`config.mk`:
```
export PLATFORM = sky130hd
export DESIGN_NAME = dac_trig_ctrl
export DESIGN_NICKNAME = d
export VERILOG_FILES = /design/src/rtl/dac_trig_pkg.sv /design/src/rtl/dac_pin_cond.sv /design/src/rtl/dac_trig_sel.sv /design/src/rtl/dac_conv_seq.sv /design/src/rtl/dac_trig_ctrl.sv
export SDC_FILE = /design/constraint.sdc
export NUM_CORES = 1
export LEC_CHECK = 0
export ABC_AREA = 0
export BUFFER_PORTS_ARGS = -buffer_cell sky130_fd_sc_hd__buf_4
export CAP_MARGIN = 25
export CORE_MARGIN = 2
export CORE_UTILIZATION = 28
export CTS_BUF_LIST = sky130_fd_sc_hd__clkbuf_16
export CTS_CLUSTER_DIAMETER = 200
export CTS_CLUSTER_SIZE = 20
export DETAILED_ROUTE_END_ITERATION = 7
export RECOVER_POWER = 100
export SLEW_MARGIN = 30
export SYNTH_ARGS = -nofsm -noshare
export SYNTH_HDL_FRONTEND = slang
export SYNTH_SLANG_ARGS = --single-unit
```
`constraint.sdc`:
```
create_clock -name clk -period 2.69 [get_ports clk]
set_input_delay 0.269 -clock clk [delete_from_list [all_inputs] [get_ports clk]]
set_output_delay 0.269 -clock clk [all_outputs]
set_load 0.1 [all_outputs]
```
`src/rtl/dac_trig_pkg.sv`:
```
package dac_trig_pkg;
   localparam int ADDR_W     = 2;
   localparam logic [ADDR_W-1:0] A_CTRL   = 2'd0;
   localparam logic [ADDR_W-1:0] A_DATA   = 2'd1;
   localparam logic [ADDR_W-1:0] A_SWSTRB = 2'd2;
   localparam logic [ADDR_W-1:0] A_STATUS = 2'd3;

   // control field positions
   localparam int B_TRIG_EN  = 0;
   localparam int B_FIN_IE   = 1;
   localparam int B_DMA_EN   = 2;
   localparam int B_UDR_IE   = 3;
   localparam int B_LEFT     = 4;
   localparam int F_SEL_LSB  = 5;
   localparam int SEL_W      = 3;
   localparam int F_PM_LSB   = 8;
   localparam int F_SET_LSB  = 16;

   // status field positions
   localparam int S_FIN  = 0;
   localparam int S_UDR  = 1;
   localparam int S_BUSY = 8;

   typedef enum logic [1:0] {
      PM_LOW  = 2'd0,
      PM_HIGH = 2'd1,
      PM_FALL = 2'd2,
      PM_RISE = 2'd3
   } pin_mode_e;
endpackage

```
`src/rtl/dac_pin_cond.sv`:
```
module dac_pin_cond #(
   parameter int SYNC_STAGES = 2
) (
   input  logic       clk,
   input  logic       rst_n,
   input  logic       pin,
   input  logic [1:0] mode,
   output logic       hit
);
   import dac_trig_pkg::*;

   logic [SYNC_STAGES-1:0] sync_q;
   logic                   prev_q;
   logic                   cur;

   generate
      if (SYNC_STAGES < 2) begin : g_bad
         $error("dac_pin_cond: SYNC_STAGES must be at least 2");
      end
      for (genvar s = 0; s < SYNC_STAGES; s++) begin : g_sync
         if (s == 0) begin : g_first
            always_ff @(posedge clk or negedge rst_n)
               if (!rst_n) sync_q[0] <= 1'b0;
               else        sync_q[0] <= pin;
         end else begin : g_next
            always_ff @(posedge clk or negedge rst_n)
               if (!rst_n) sync_q[s] <= 1'b0;
               else        sync_q[s] <= sync_q[s-1];
         end
      end
   endgenerate

   assign cur = sync_q[SYNC_STAGES-1];

   always_ff @(posedge clk or negedge rst_n)
      if (!rst_n) prev_q <= 1'b0;
      else        prev_q <= cur;

   always_comb begin
      unique case (pin_mode_e'(mode))
         PM_LOW:  hit = ~cur;
         PM_HIGH: hit = cur;
         PM_FALL: hit = prev_q & ~cur;
         PM_RISE: hit = ~prev_q & cur;
         default: hit = 1'b0;
      endcase
   end
endmodule

```
`src/rtl/dac_trig_sel.sv`:
```
module dac_trig_sel #(
   parameter int NUM_TMR = 4,
   parameter int NUM_PWM = 2,
   parameter int SEL_W   = 3
) (
   input  logic               trig_en,
   input  logic [SEL_W-1:0]   sel,
   input  logic               data_wr,
   input  logic               sw_pulse,
   input  logic               pin_hit,
   input  logic [NUM_TMR-1:0] tmr,
   input  logic [NUM_PWM-1:0] pwm,
   output logic               evt,
   output logic               hw_src
);
   localparam int TMR_BASE = 2;
   localparam int PWM_BASE = TMR_BASE + NUM_TMR;

   generate
      if (PWM_BASE + NUM_PWM > (1 << SEL_W)) begin : g_bad
         $error("dac_trig_sel: sources do not fit the select field");
      end
   endgenerate

   always_comb begin
      evt    = 1'b0;
      hw_src = 1'b0;
      if (!trig_en) begin
         evt = data_wr;
      end else begin
         hw_src = (sel != '0);
         if (sel == SEL_W'(0)) evt = sw_pulse;
         if (sel == SEL_W'(1)) evt = pin_hit;
         for (int i = 0; i < NUM_TMR; i++)
            if (sel == SEL_W'(TMR_BASE + i)) evt = tmr[i];
         for (int j = 0; j < NUM_PWM; j++)
            if (sel == SEL_W'(PWM_BASE + j)) evt = pwm[j];
      end
   end
endmodule

```
`src/rtl/dac_conv_seq.sv`:
```
module dac_conv_seq #(
   parameter int DATA_W   = 12,
   parameter int SETTLE_W = 8
) (
   input  logic                clk,
   input  logic                rst_n,
   input  logic                evt,
   input  logic [SETTLE_W-1:0] settle,
   input  logic [DATA_W-1:0]   value,
   output logic                accept,
   output logic                done,
   output logic                start_q,
   output logic                busy_q,
   output logic [DATA_W-1:0]   hold_q
);
   logic [SETTLE_W-1:0] cnt_q;

   assign accept = evt & ~busy_q;
   assign done   = busy_q & (cnt_q == '0);

   always_ff @(posedge clk or negedge rst_n) begin
      if (!rst_n) begin
         busy_q  <= 1'b0;
         start_q <= 1'b0;
         cnt_q   <= '0;
         hold_q  <= '0;
      end else begin
         start_q <= accept;
         if (accept) begin
            busy_q <= 1'b1;
            cnt_q  <= settle;
            hold_q <= value;
         end else if (busy_q) begin
            if (cnt_q == '0) busy_q <= 1'b0;
            else             cnt_q  <= cnt_q - 1'b1;
         end
      end
   end
endmodule

```
`src/rtl/dac_trig_ctrl.sv`:
```
module dac_trig_ctrl #(
   parameter int BUS_W       = 32,
   parameter int DATA_W      = 12,
   parameter int SETTLE_W    = 8,
   parameter int NUM_TMR     = 4,
   parameter int NUM_PWM     = 2,
   parameter int SYNC_STAGES = 2
) (
   input  logic               clk,
   input  logic               rst_n,
   input  logic               wr_en,
   input  logic [1:0]         wr_addr,
   input  logic [BUS_W-1:0]   wr_data,
   input  logic [1:0]         rd_addr,
   output logic [BUS_W-1:0]   rd_data,
   input  logic               ext_pin,
   input  logic [NUM_TMR-1:0] tmr_trig,
   input  logic [NUM_PWM-1:0] pwm_trig,
   output logic               conv_start,
   output logic [DATA_W-1:0]  conv_data,
   output logic               dac_busy,
   output logic               dma_req,
   output logic               irq
);
   import dac_trig_pkg::*;

   localparam int LEFT_LSB = 16 - DATA_W;

   generate
      if (DATA_W > 16 || DATA_W < 1) begin : g_bad_w
         $error("dac_trig_ctrl: DATA_W must be 1..16");
      end
      if (BUS_W < F_SET_LSB + SETTLE_W) begin : g_bad_bus
         $error("dac_trig_ctrl: BUS_W too narrow for control fields");
      end
   endgenerate

   logic               trig_en_q, fin_ie_q, dma_en_q, udr_ie_q, left_q;
   logic [SEL_W-1:0]   sel_q;
   logic [1:0]         pmode_q;
   logic [SETTLE_W-1:0] settle_q;
   logic [BUS_W-1:0]   data_q;
   logic               sw_q, fin_q, udr_q, req_q;

   logic wr_ctrl, wr_dat, wr_sw, wr_st;
   logic pin_hit, evt, hw_src, accept, done;
   logic [BUS_W-1:0]  next_dat;
   logic [DATA_W-1:0] extracted;
   logic dma_start;

   assign wr_ctrl = wr_en && (wr_addr == A_CTRL);
   assign wr_dat  = wr_en && (wr_addr == A_DATA);
   assign wr_sw   = wr_en && (wr_addr == A_SWSTRB) && wr_data[0];
   assign wr_st   = wr_en && (wr_addr == A_STATUS);

   dac_pin_cond #(.SYNC_STAGES(SYNC_STAGES)) pin_i (
      .clk(clk), .rst_n(rst_n), .pin(ext_pin), .mode(pmode_q), .hit(pin_hit)
   );

   dac_trig_sel #(.NUM_TMR(NUM_TMR), .NUM_PWM(NUM_PWM), .SEL_W(SEL_W)) sel_i (
      .trig_en(trig_en_q), .sel(sel_q), .data_wr(wr_dat), .sw_pulse(sw_q),
      .pin_hit(pin_hit), .tmr(tmr_trig), .pwm(pwm_trig),
      .evt(evt), .hw_src(hw_src)
   );

   // a data write that starts a conversion converts the new value
   assign next_dat  = wr_dat ? wr_data : data_q;
   assign extracted = left_q ? next_dat[LEFT_LSB +: DATA_W] : next_dat[0 +: DATA_W];

   dac_conv_seq #(.DATA_W(DATA_W), .SETTLE_W(SETTLE_W)) seq_i (
      .clk(clk), .rst_n(rst_n), .evt(evt), .settle(settle_q), .value(extracted),
      .accept(accept), .done(done), .start_q(conv_start), .busy_q(dac_busy),
      .hold_q(conv_data)
   );

   assign dma_start = accept && hw_src && dma_en_q;

   always_ff @(posedge clk or negedge rst_n) begin
      if (!rst_n) begin
         trig_en_q <= 1'b0; fin_ie_q <= 1'b0; dma_en_q <= 1'b0;
         udr_ie_q  <= 1'b0; left_q   <= 1'b0;
         sel_q     <= '0;   pmode_q  <= '0;   settle_q <= '0;
         data_q    <= '0;   sw_q     <= 1'b0;
         fin_q     <= 1'b0; udr_q    <= 1'b0; req_q    <= 1'b0;
      end else begin
         if (wr_ctrl) begin
            trig_en_q <= wr_data[B_TRIG_EN];
            fin_ie_q  <= wr_data[B_FIN_IE];
            dma_en_q  <= wr_data[B_DMA_EN];
            udr_ie_q  <= wr_data[B_UDR_IE];
            left_q    <= wr_data[B_LEFT];
            sel_q     <= wr_data[F_SEL_LSB +: SEL_W];
            pmode_q   <= wr_data[F_PM_LSB +: 2];
            settle_q  <= wr_data[F_SET_LSB +: SETTLE_W];
         end
         if (wr_dat) data_q <= wr_data;
         sw_q  <= wr_sw;
         fin_q <= done | (fin_q & ~(wr_st & wr_data[S_FIN]));
         udr_q <= (dma_start & req_q & ~wr_dat) | (udr_q & ~(wr_st & wr_data[S_UDR]));
         req_q <= dma_start | (req_q & ~wr_dat);
      end
   end

   assign dma_req = req_q;
   assign irq     = (fin_q & fin_ie_q) | (udr_q & udr_ie_q);

   always_comb begin
      rd_data = '0;
      unique case (rd_addr)
         A_CTRL: begin
            rd_data[B_TRIG_EN] = trig_en_q;
            rd_data[B_FIN_IE]  = fin_ie_q;
            rd_data[B_DMA_EN]  = dma_en_q;
            rd_data[B_UDR_IE]  = udr_ie_q;
            rd_data[B_LEFT]    = left_q;
            rd_data[F_SEL_LSB +: SEL_W]    = sel_q;
            rd_data[F_PM_LSB +: 2]         = pmode_q;
            rd_data[F_SET_LSB +: SETTLE_W] = settle_q;
         end
         A_DATA:   rd_data = data_q;
         A_SWSTRB: rd_data[0] = sw_q;
         default: begin
            rd_data[S_FIN]  = fin_q;
            rd_data[S_UDR]  = udr_q;
            rd_data[S_BUSY] = dac_busy;
         end
      endcase
   end
endmodule

```
# Yosys cells after proc, flatten, opt, wreduce, memory -nomap -nowiden
# Index checks and enable logic that the tools add are counted.
[word_totals]
ff_bits = 79
out_inout_bits = 48
[classes]
bitwise_logic = 23
n_mux = 27
addsub = 1
n_reduce_logical = 15
n_eq_ne = 16
[op_table]
columns = ["cell", "count"]
rows = [
  ["$mux 8", 4],
  ["$mux 16", 1],
  ["$pmux 8 s2", 1],
  ["$and 1x1->1", 13],
  ["$mux 1", 13],
  ["$eq 3x3->1 const B", 4],
  ["$mux 12", 1],
  ["$pmux 6 s2", 1],
  ["$eq 2x2->1 const B", 5],
  ["$pmux 1 s3", 3],
  ["$logic_not 8->1", 1],
  ["$sub 8x1->8 const B", 1],
  ["$logic_and 1x1->1", 7],
  ["$eq 2x1->1 const B", 3],
  ["$eq 3x2->1 const B", 2],
  ["$logic_not 2->1", 3],
  ["$mux 6", 1],
  ["$not 1->1", 6],
  ["$or 1x1->1", 4],
  ["$pmux 1 s4", 1],
  ["$eq 3x1->1 const B", 1],
  ["$logic_not 3->1", 1],
  ["$reduce_bool 3->1", 1],
  ["$ne 2x2->1 const B", 1],
  ["3 further kinds", 3],
]

# Depth between registers and ports, before layout
# Gate-level depths: netlist (run 1).
[depth]
word_depth = 17
depth_mapped = 9

# Hierarchy
# A second synthesis (run 1) with hierarchy kept.
[hier_totals]
hier_cells = 317
hier_area_um2 = 3957.5
[by_module_without_submodules]
columns = ["module", "seq_area_each_um2", "n_inst", "area_each_um2", "cells_each"]
rows = [
  ["dac_trig_ctrl", 1351.3, 1, 2733.9, 192],
  ["dac_conv_seq", 550.5, 1, 1026.0, 109],
  ["dac_pin_cond", 75.1, 1, 101.3, 7],
  ["dac_trig_sel", 0.0, 1, 96.3, 9],
]

# Worst setup path before layout (run 1)
# No wires, ideal clock.
[synth_path]
kind = "input port to output port"
startpoint = "input port rd_addr[0]"
endpoint = "output port rd_data[18]"
slack_ps = -116
n_path_buf = 2
path_stages = 4
arrival_ps = 2537
path_cell_list = "clkbuf_1 buf_1 mux2i_1 nor2_1"
[synth_between]
elab_chain_cells = 2
word_cells_on_any_way = 3
classes_between = "1 x eq/ne; 1 x mux; 1 x reduce/logical"
[synth_lines]
columns = ["item", "line", "source"]
rows = [
  ["start, declared", "dac_trig_ctrl.sv:14", "input logic [1:0] rd_addr,"],
  ["$eq 2x1->1 / $logic_not 2->1 (equally long branches)", "dac_trig_ctrl.sv:109", "unique case (rd_addr)"],
  ["$pmux 8 s2 *", "dac_trig_ctrl.sv:109", ""],
  ["end, declared", "dac_trig_ctrl.sv:15", "output logic [BUS_W-1:0] rd_data,"],
]
# Every way passes the cells marked *; elsewhere a longest branch is shown, timed or not.

# Worst setup path in the final report (run 1)
[layout_path]
startpoint = "input port wr_addr[1]"
endpoint = "register seq_i.hold_q[8]"
[layout_between]
elab_chain_cells = 4
word_cells_on_any_way = 6
classes_between = "1 x eq/ne; 3 x mux; 1 x bitwise; 1 x reduce/logical"
[layout_lines]
columns = ["item", "line", "source"]
rows = [
  ["start, declared", "dac_trig_ctrl.sv:12", "input logic [1:0] wr_addr,"],
  ["$eq 2x1->1", "dac_trig_ctrl.sv:52", "assign wr_dat = wr_en && (wr_addr == A_DATA);"],
  ["$logic_and 1x1->1", "dac_trig_ctrl.sv:52", ""],
  ["$mux 16", "-", ""],
  ["via next_dat[8]", "dac_trig_ctrl.sv:47", "logic [BUS_W-1:0] next_dat;"],
  ["$mux 12", "dac_trig_ctrl.sv:68", "assign extracted = left_q ? next_dat[LEFT_LSB +: DATA_W] : next_dat[0 +: DATA_W];"],
  ["end signal, assigned", "dac_conv_seq.sv:32", "hold_q <= value;"],
  ["end, declared", "dac_conv_seq.sv:14", "output logic [DATA_W-1:0] hold_q"],
]
# The timed path passes the listed nets, and every way through them passes these cells.
# A chain may end at the register's enable or synchronous reset.

==> impl_metrics.json, run 1 <==
{
  "status": "finished with violations",
  "violations": "max-capacitance violations, max-slew violations",
  "p_leak_nw": 2.19,
  "worstPathCellList": "clkbuf_1 > nand3b_1 > clkbuf_1 > mux2i_1 > inv_1 > mux2_2 > mux2_1",
  "maxCapViolCount": 1,
  "max_freq_mhz": 420,
  "antenna_found_initial": 0,
  "synth_seq_cells": 79,
  "cts-root-buf": "clkbuf_16",
  "synthArstFlopShare_pct": 100,
  "worst_pin_slew_ns": 1.98,
  "clkTransAtPathRegs_ns": 0.06,
  "numClockSinks": 79,
  "critPathCaptureType": "register",
  "cts_buffers": 9,
  "drc": 0,
  "fin_hold_ws_ns": 0.0636,
  "areaGrowthSynthToFinish_pct": 24.0,
  "pin_count": 94,
  "layout_min_cycle_time_ns": 2.38,
  "std_cell_rows": 42,
  "grt_max_degree": 80,
  "nets": 446,
  "stdcell_area_sq_mm": 0.00477,
  "htree_levels": 3,
  "synth.largest_area_cell": "dfrtp_1",
  "syn-cell-area_sq_mm": 0.00384,
  "power_mw": 5.06,
  "netlist_instances": 306,
  "finalSetupViolations": 0,
  "start_util_pct": 28.8,
  "die_x_microns": 121,
  "fp.coreArea_sq_mm": 0.0133,
  "place_area_sq_mm": 0.00473,
  "cpPeakStageDelay_ns": 0.82,
  "yosys_most_used_dff": "dfrtp_1",
  "drv_slew": 80,
  "power_density_mw_per_mm2": 1060,
  "rsz0062_at_grt": "no",
  "finClkSkew_ns": 0.00698,
  "critPathSlowestCell": "clkbuf_1",
  "ctsResizeCount": 0,
  "gp_congestion": 0.776,
  "viasPerCell": 4.63,
  "utilization_pct": 35.7,
  "drt_wl_total_mm": 9.43,
  "tns_ns": 0,
  "yosys_warnings": 0,
  "setup_ws_ns": 0.310,
  "drt-pass1-iter-count": 4,
  "ys_types": 45,
  "path_class": "input pin to register",
  "hold_viol_final": 0,
  "dieArea_sq_mm": 0.0147,
  "worst-endpoint-arrival_ns": 2.60,
  "cts_hold_buf": 0,
  "grt_pass1_wl_mm": 14.7,
  "cpMostUsedCell": "clkbuf_1",
  "grt_pass1_vias": 2659,
  "overflow": 0,
  "drive_above_1_share_pct": 35.9,
  "relSlewSlack_pct": -31.8,
  "insertedDiodeCount": 0,
  "synth_edf_count": 0,
  "worstHoldPathType": "input pin to register",
  "dp_hpwl_mm": 6.76,
  "yosys.area.top_type_share_pct": 51.4,
  "path_max_fanout": 16,
  "peakVddDrop_v": 0.000564,
  "placedCellCount": 563,
  "portBuffers": 93,
  "drt-initial-drc-count": 107,
  "synth-seq-area-share_pct": 51.4,
  "crit_path_start_kind": "input pin",
  "critPathTopFamily": "buffers and inverters",
  "synth_area_leaders": "dfrtp_1 51%, mux2_2 16%, mux2i_1 7.3%",
  "synth_area_per_cell_sq_um": 12.6,
  "chipHeight_microns": 121,
  "ant_nets": 0,
  "required_ns": 2.91,
  "clockBufferDepth": 2,
  "cts_post_setup_buffers_inserted": 0,
  "grt_use_total_pct": 13.4,
  "routedWlPerCell_microns": 16.3,
  "cts_tree": "yes",
  "period_share_pct": 88.5,
  "path_buf_inv": 3,
  "place_ws_ns": 0.350,
  "vias": 2672,
  "clk_latency_ns": 0.34,
  "synth_fp_nets": 354,
  "fin_cells": 577
}
==> sequential cells by signal, indices dropped and copies added (netlist names), 2 cells and up <==
signal / cells
data_q: 32
seq_i.hold_q: 12
seq_i.cnt_q: 8
settle_q: 8
sel_q: 3
pmode_q: 2
==> cells by family (layout without fill, tap and decap cells) <==
group	count (synthesis)	after routing	share of synthesized area [%]
muxes	92	92	27.5
DFF	79	79	51.4
and+or+nand+nor	73	73	10.2
buffers and inverters	29	124	3.91
AOI/OAI and AO/OA	26	26	5.17
xor gates and xnor gates	5	5	1.14
adders and majority gates	2	2	0.651
==> cell usage in the layout (no fill, tap or decap), drive strengths merged, types with 3 or more instances in the layout <==
cell type and n:
mux2 62, inv 12, nand3 3, clkinv 3
dfrtp 79, buf 44, o221a 3, nor3 4
a22o 4, and2 17, nand2b 4, clkbuf 63
mux2i 28, a21oi 9, nor2 28, xnor2 4
==> where the power goes <==
part | total, mW | switching [mW] | internal (mW)
sequential | 1.78 | 0.275 | 1.51
combinational | 2.21 | 1.62 | 0.590
clock | 1.06 | 0.455 | 0.605
==> Yosys cell counts, types with 2 or more instances <==
| master | instances |
|---|---|
| buf_1 | 2 |
| nand3b_1 | 2 |
| nand2_1 | 2 |
| mux2_2 | 54 |
| a21oi_1 | 9 |
| nor3_1 | 4 |
| ha_1 | 2 |
| o21ai_0 | 2 |
| inv_1 | 11 |
| nand2b_1 | 4 |
| nor2b_1 | 2 |
| nor2_1 | 28 |
| o221a_2 | 3 |
| mux2i_1 | 28 |
| a22o_1 | 4 |
| mux2_4 | 8 |
| or4_1 | 2 |
| dfrtp_1 | 79 |
| buf_2 | 5 |
| o31ai_1 | 2 |
| and2_1 | 16 |
| nand3_1 | 3 |
| xnor2_1 | 4 |
| or3_1 | 2 |
| nand4_1 | 2 |
| clkbuf_1 | 7 |
==> layer usage <==
metal / vias up / global-route usage, % / routed length, microns
met3: 15 / 3.29 / 421
met1: 1328 / 18.3 / 4340
met4: 0 / 5.89 / 238
met2: 65 / 20.2 / 4440
li1: 1264 / - / -
met5: - / 0 / 0
==> worst paths after layout <==
path | startpoint | end | slack [ns] | depth (start not counted)
setup / recovery | wr_addr[1] | seq_i.hold_q[8] | 0.31 | 7
hold / removal | ext_pin | pin_i.sync_q[0] | 0.06 | 1
setup reg to reg | sel_q[2] | seq_i.hold_q[2] | 0.35 | 6
hold reg to reg | pin_i.sync_q[0] | pin_i.cur | 0.37 | 0
max in group asynchronous | rst_n | data_q[3] | 1.04 | 1
min in group asynchronous | rst_n | data_q[19] | 0.50 | 1
==> final cells by class <==
class	count	area, sq um
Clock buffer	9	225
Multi-Input combinational cell	198	1710
Clock inverter	5	27.5
Timing Repair Buffer	98	559
Tap cell	176	220
Fill cell	1365	8580
Sequential cell	79	1980
Inverter	12	52.6
Note: power is estimated with default switching activity, not from simulation.
==> run 2: changes to the inputs <==
--- a/config.mk
+++ b/config.mk
@@ -7,7 +7,6 @@
 export LEC_CHECK = 0
 export ABC_AREA = 0
 export BUFFER_PORTS_ARGS = -buffer_cell sky130_fd_sc_hd__buf_4
-export CAP_MARGIN = 25
 export CORE_MARGIN = 2
 export CORE_UTILIZATION = 28
 export CTS_BUF_LIST = sky130_fd_sc_hd__clkbuf_16
@@ -15,7 +14,7 @@
 export CTS_CLUSTER_SIZE = 20
 export DETAILED_ROUTE_END_ITERATION = 7
 export RECOVER_POWER = 100
-export SLEW_MARGIN = 30
+export SLEW_MARGIN = 20
 export SYNTH_ARGS = -nofsm -noshare
 export SYNTH_HDL_FRONTEND = slang
 export SYNTH_SLANG_ARGS = --single-unit
==> constraint.sdc (replaced) <==
create_clock -name clk -period 2.69 [get_ports clk]
set_input_delay 0.269 -clock clk [delete_from_list [all_inputs] [get_ports clk]]
set_output_delay 0.269 -clock clk [all_outputs]
set_load 0.02 [all_outputs]
==> impl_metrics.json, run 2 (same netlist as run 1, synthesis figures left out) <==
{
  "path_class": "register to register",
  "clockBufferDepth": 2,
  "layout_min_cycle_time_ns": 2.35,
  "cts-root-buf": "clkbuf_16",
  "worst_pin_slew_ns": 1.98,
  "rr_worst_depth": 6,
  "viasPerCell": 4.56,
  "max_freq_mhz": 426,
  "layout_commonest_cell": "dfrtp_1",
  "drt-pass1-iter-count": 4,
  "maxCapViolCount": 1,
  "start_util_pct": 28.8,
  "power_switching_share_pct": 32.2,
  "grt_use_total_pct": 13.1,
  "chipHeight_microns": 121,
  "p_clk_share_pct": 29.4,
  "layout_common_cells": "79 x dfrtp_1, 56 x buf_4, 50 x mux2_2, 37 x clkbuf_1",
  "rsz0062_at_grt": "no",
  "drt_wl_total_mm": 9.33,
  "violations": "max-capacitance violations, max-slew violations",
  "grt_pass1_wl_mm": 14.6,
  "dp_hpwl_mm": 6.70,
  "drc": 0,
  "cts_post_setup_buffers_inserted": 0,
  "numClockSinks": 79,
  "cts_tree": "yes",
  "critPathSlowestCell": "or4_1",
  "cpPeakStageDelay_ns": 0.58,
  "die_x_microns": 121,
  "path_buf_inv": 1,
  "cp-startpoint": "sel_q[2]",
  "routedWlPerCell_microns": 16.1,
  "ctsResizeCount": 0,
  "finalSetupViolations": 0,
  "top_regs": "data_q: 32 flops, seq_i.hold_q: 12 flops",
  "internal_power_mw": 2.92,
  "regMostFlops": "data_q",
  "finClkSkew_ns": 0.00439,
  "p_seq_share_pct": 41.0,
  "insertedDiodeCount": 0,
  "critPathCaptureType": "register",
  "regToRegStartpoint": "sel_q[2]",
  "drv_slew": 80,
  "critPathTopFamily": "simple AND/OR/NAND/NOR gates",
  "drive_above_1_share_pct": 33.6,
  "cts_hold_buf": 0,
  "grt_max_degree": 80,
  "drt-initial-drc-count": 123,
  "place_ws_ns": 0.334,
  "crit_path_start_kind": "register",
  "dieArea_sq_mm": 0.0147,
  "power_density_mw_per_mm2": 892,
  "period_share_pct": 87.2,
  "path_max_fanout": 14,
  "ant_nets": 0,
  "grt_pass1_vias": 2701,
  "fin_cells": 578,
  "stdcell_area_sq_mm": 0.00482,
  "nets": 445,
  "worstPathCellList": "and4bb_2 > a31o_2 > or4_1 > and2_4 > inv_8 > mux2_1",
  "cp.depth": 6,
  "clk_latency_ns": 0.33,
  "fp.coreArea_sq_mm": 0.0133,
  "gp_congestion": 0.804,
  "hold_viol_final": 0,
  "p_leak_nw": 2.21,
  "endpoint": "seq_i.hold_q[4]",
  "switchingPower_mw": 1.38,
  "areaGrowthSynthToFinish_pct": 25.5,
  "p_comb_share_pct": 29.5,
  "relSlewSlack_pct": -32.3,
  "place_area_sq_mm": 0.00470,
  "worst-endpoint-arrival_ns": 2.56,
  "num-fill-cells": 1356,
  "r2r-end": "seq_i.hold_q[4]",
  "status": "finished with violations",
  "setup_ws_ns": 0.343,
  "portBuffers": 93,
  "antenna_found_initial": 0,
  "overflow": 0,
  "pin_count": 94,
  "std_cell_rows": 42,
  "largest_register_ffs": 32,
  "reg2reg_setup_slack_ns": 0.34,
  "cts_buffers": 9,
  "worstHoldPathType": "input pin to register",
  "peakVddDrop_v": 0.000299,
  "clkTransAtPathRegs_ns": 0.06,
  "tns_ns": 0,
  "placedCellCount": 562,
  "vias": 2637,
  "htree_levels": 3,
  "required_ns": 2.90
}
[run 2: cell count changes in the layout (fill, tap and decap cells not counted), sizes merged]
cell	delta
clkinvlp	-2
bufinv	+2
inv	+1
buf	+12
clkinv	+1
clkbuf	-13
[run 2: how the worst min path moves through the flow]
stage,startpoint,end,cells after the start
after floorplan,rst_n,data_q[0],0
after global placement,pin_i.sync_q[0],pin_i.cur,0
after detailed placement,pin_i.sync_q[0],pin_i.cur,0
after CTS,ext_pin,pin_i.sync_q[0],1
after global routing,ext_pin,pin_i.sync_q[0],1
final,ext_pin,pin_i.sync_q[0],1
[run 2: through the flow]
step                      hold WS [ns]  util, %  total power, mW
final                           0.0674     36.1             4.30
after global routing            0.0572     36.1             4.57
after CTS                       0.0349     37.6             4.55
after detailed placement         0.341     35.2             3.26
after global placement           0.343     35.2             3.24
after floorplan                -0.0266        -             2.72
[run 2: power by group through the flow]
stage / Sequential (mW) / Clock [mW] / Combinational, mW
2_1_floorplan: 1.81 / 0 / 0.902
3_5_place_dp: 1.78 / 0 / 1.48
3_3_place_gp: 1.78 / 0 / 1.46
4_1_cts: 1.77 / 1.30 / 1.48
5_1_grt: 1.81 / 1.35 / 1.40
6_report: 1.77 / 1.27 / 1.27
[run 2: final cells by class]
class                      instances  area (sq um)  area share [%]
clock buffer                       9           225            4.67
clock inverter                     7          86.3            1.79
inverter                          12          52.6            1.09
multi-input combinational        198          1680            34.9
sequential                        79          1980            41.0
tap                              176           220            4.56
timing repair buffer              97           582            12.1
[run 2: per-layer routing]
layer / wire, microns / vias up / global-route usage (%)
met2: 4540 / 46 / 21.3
li1: - / 1257 / -
met3: 398 / 9 / 3.20
met5: 0 / - / 0
met1: 4270 / 1325 / 17.0
met4: 127 / 0 / 4.67
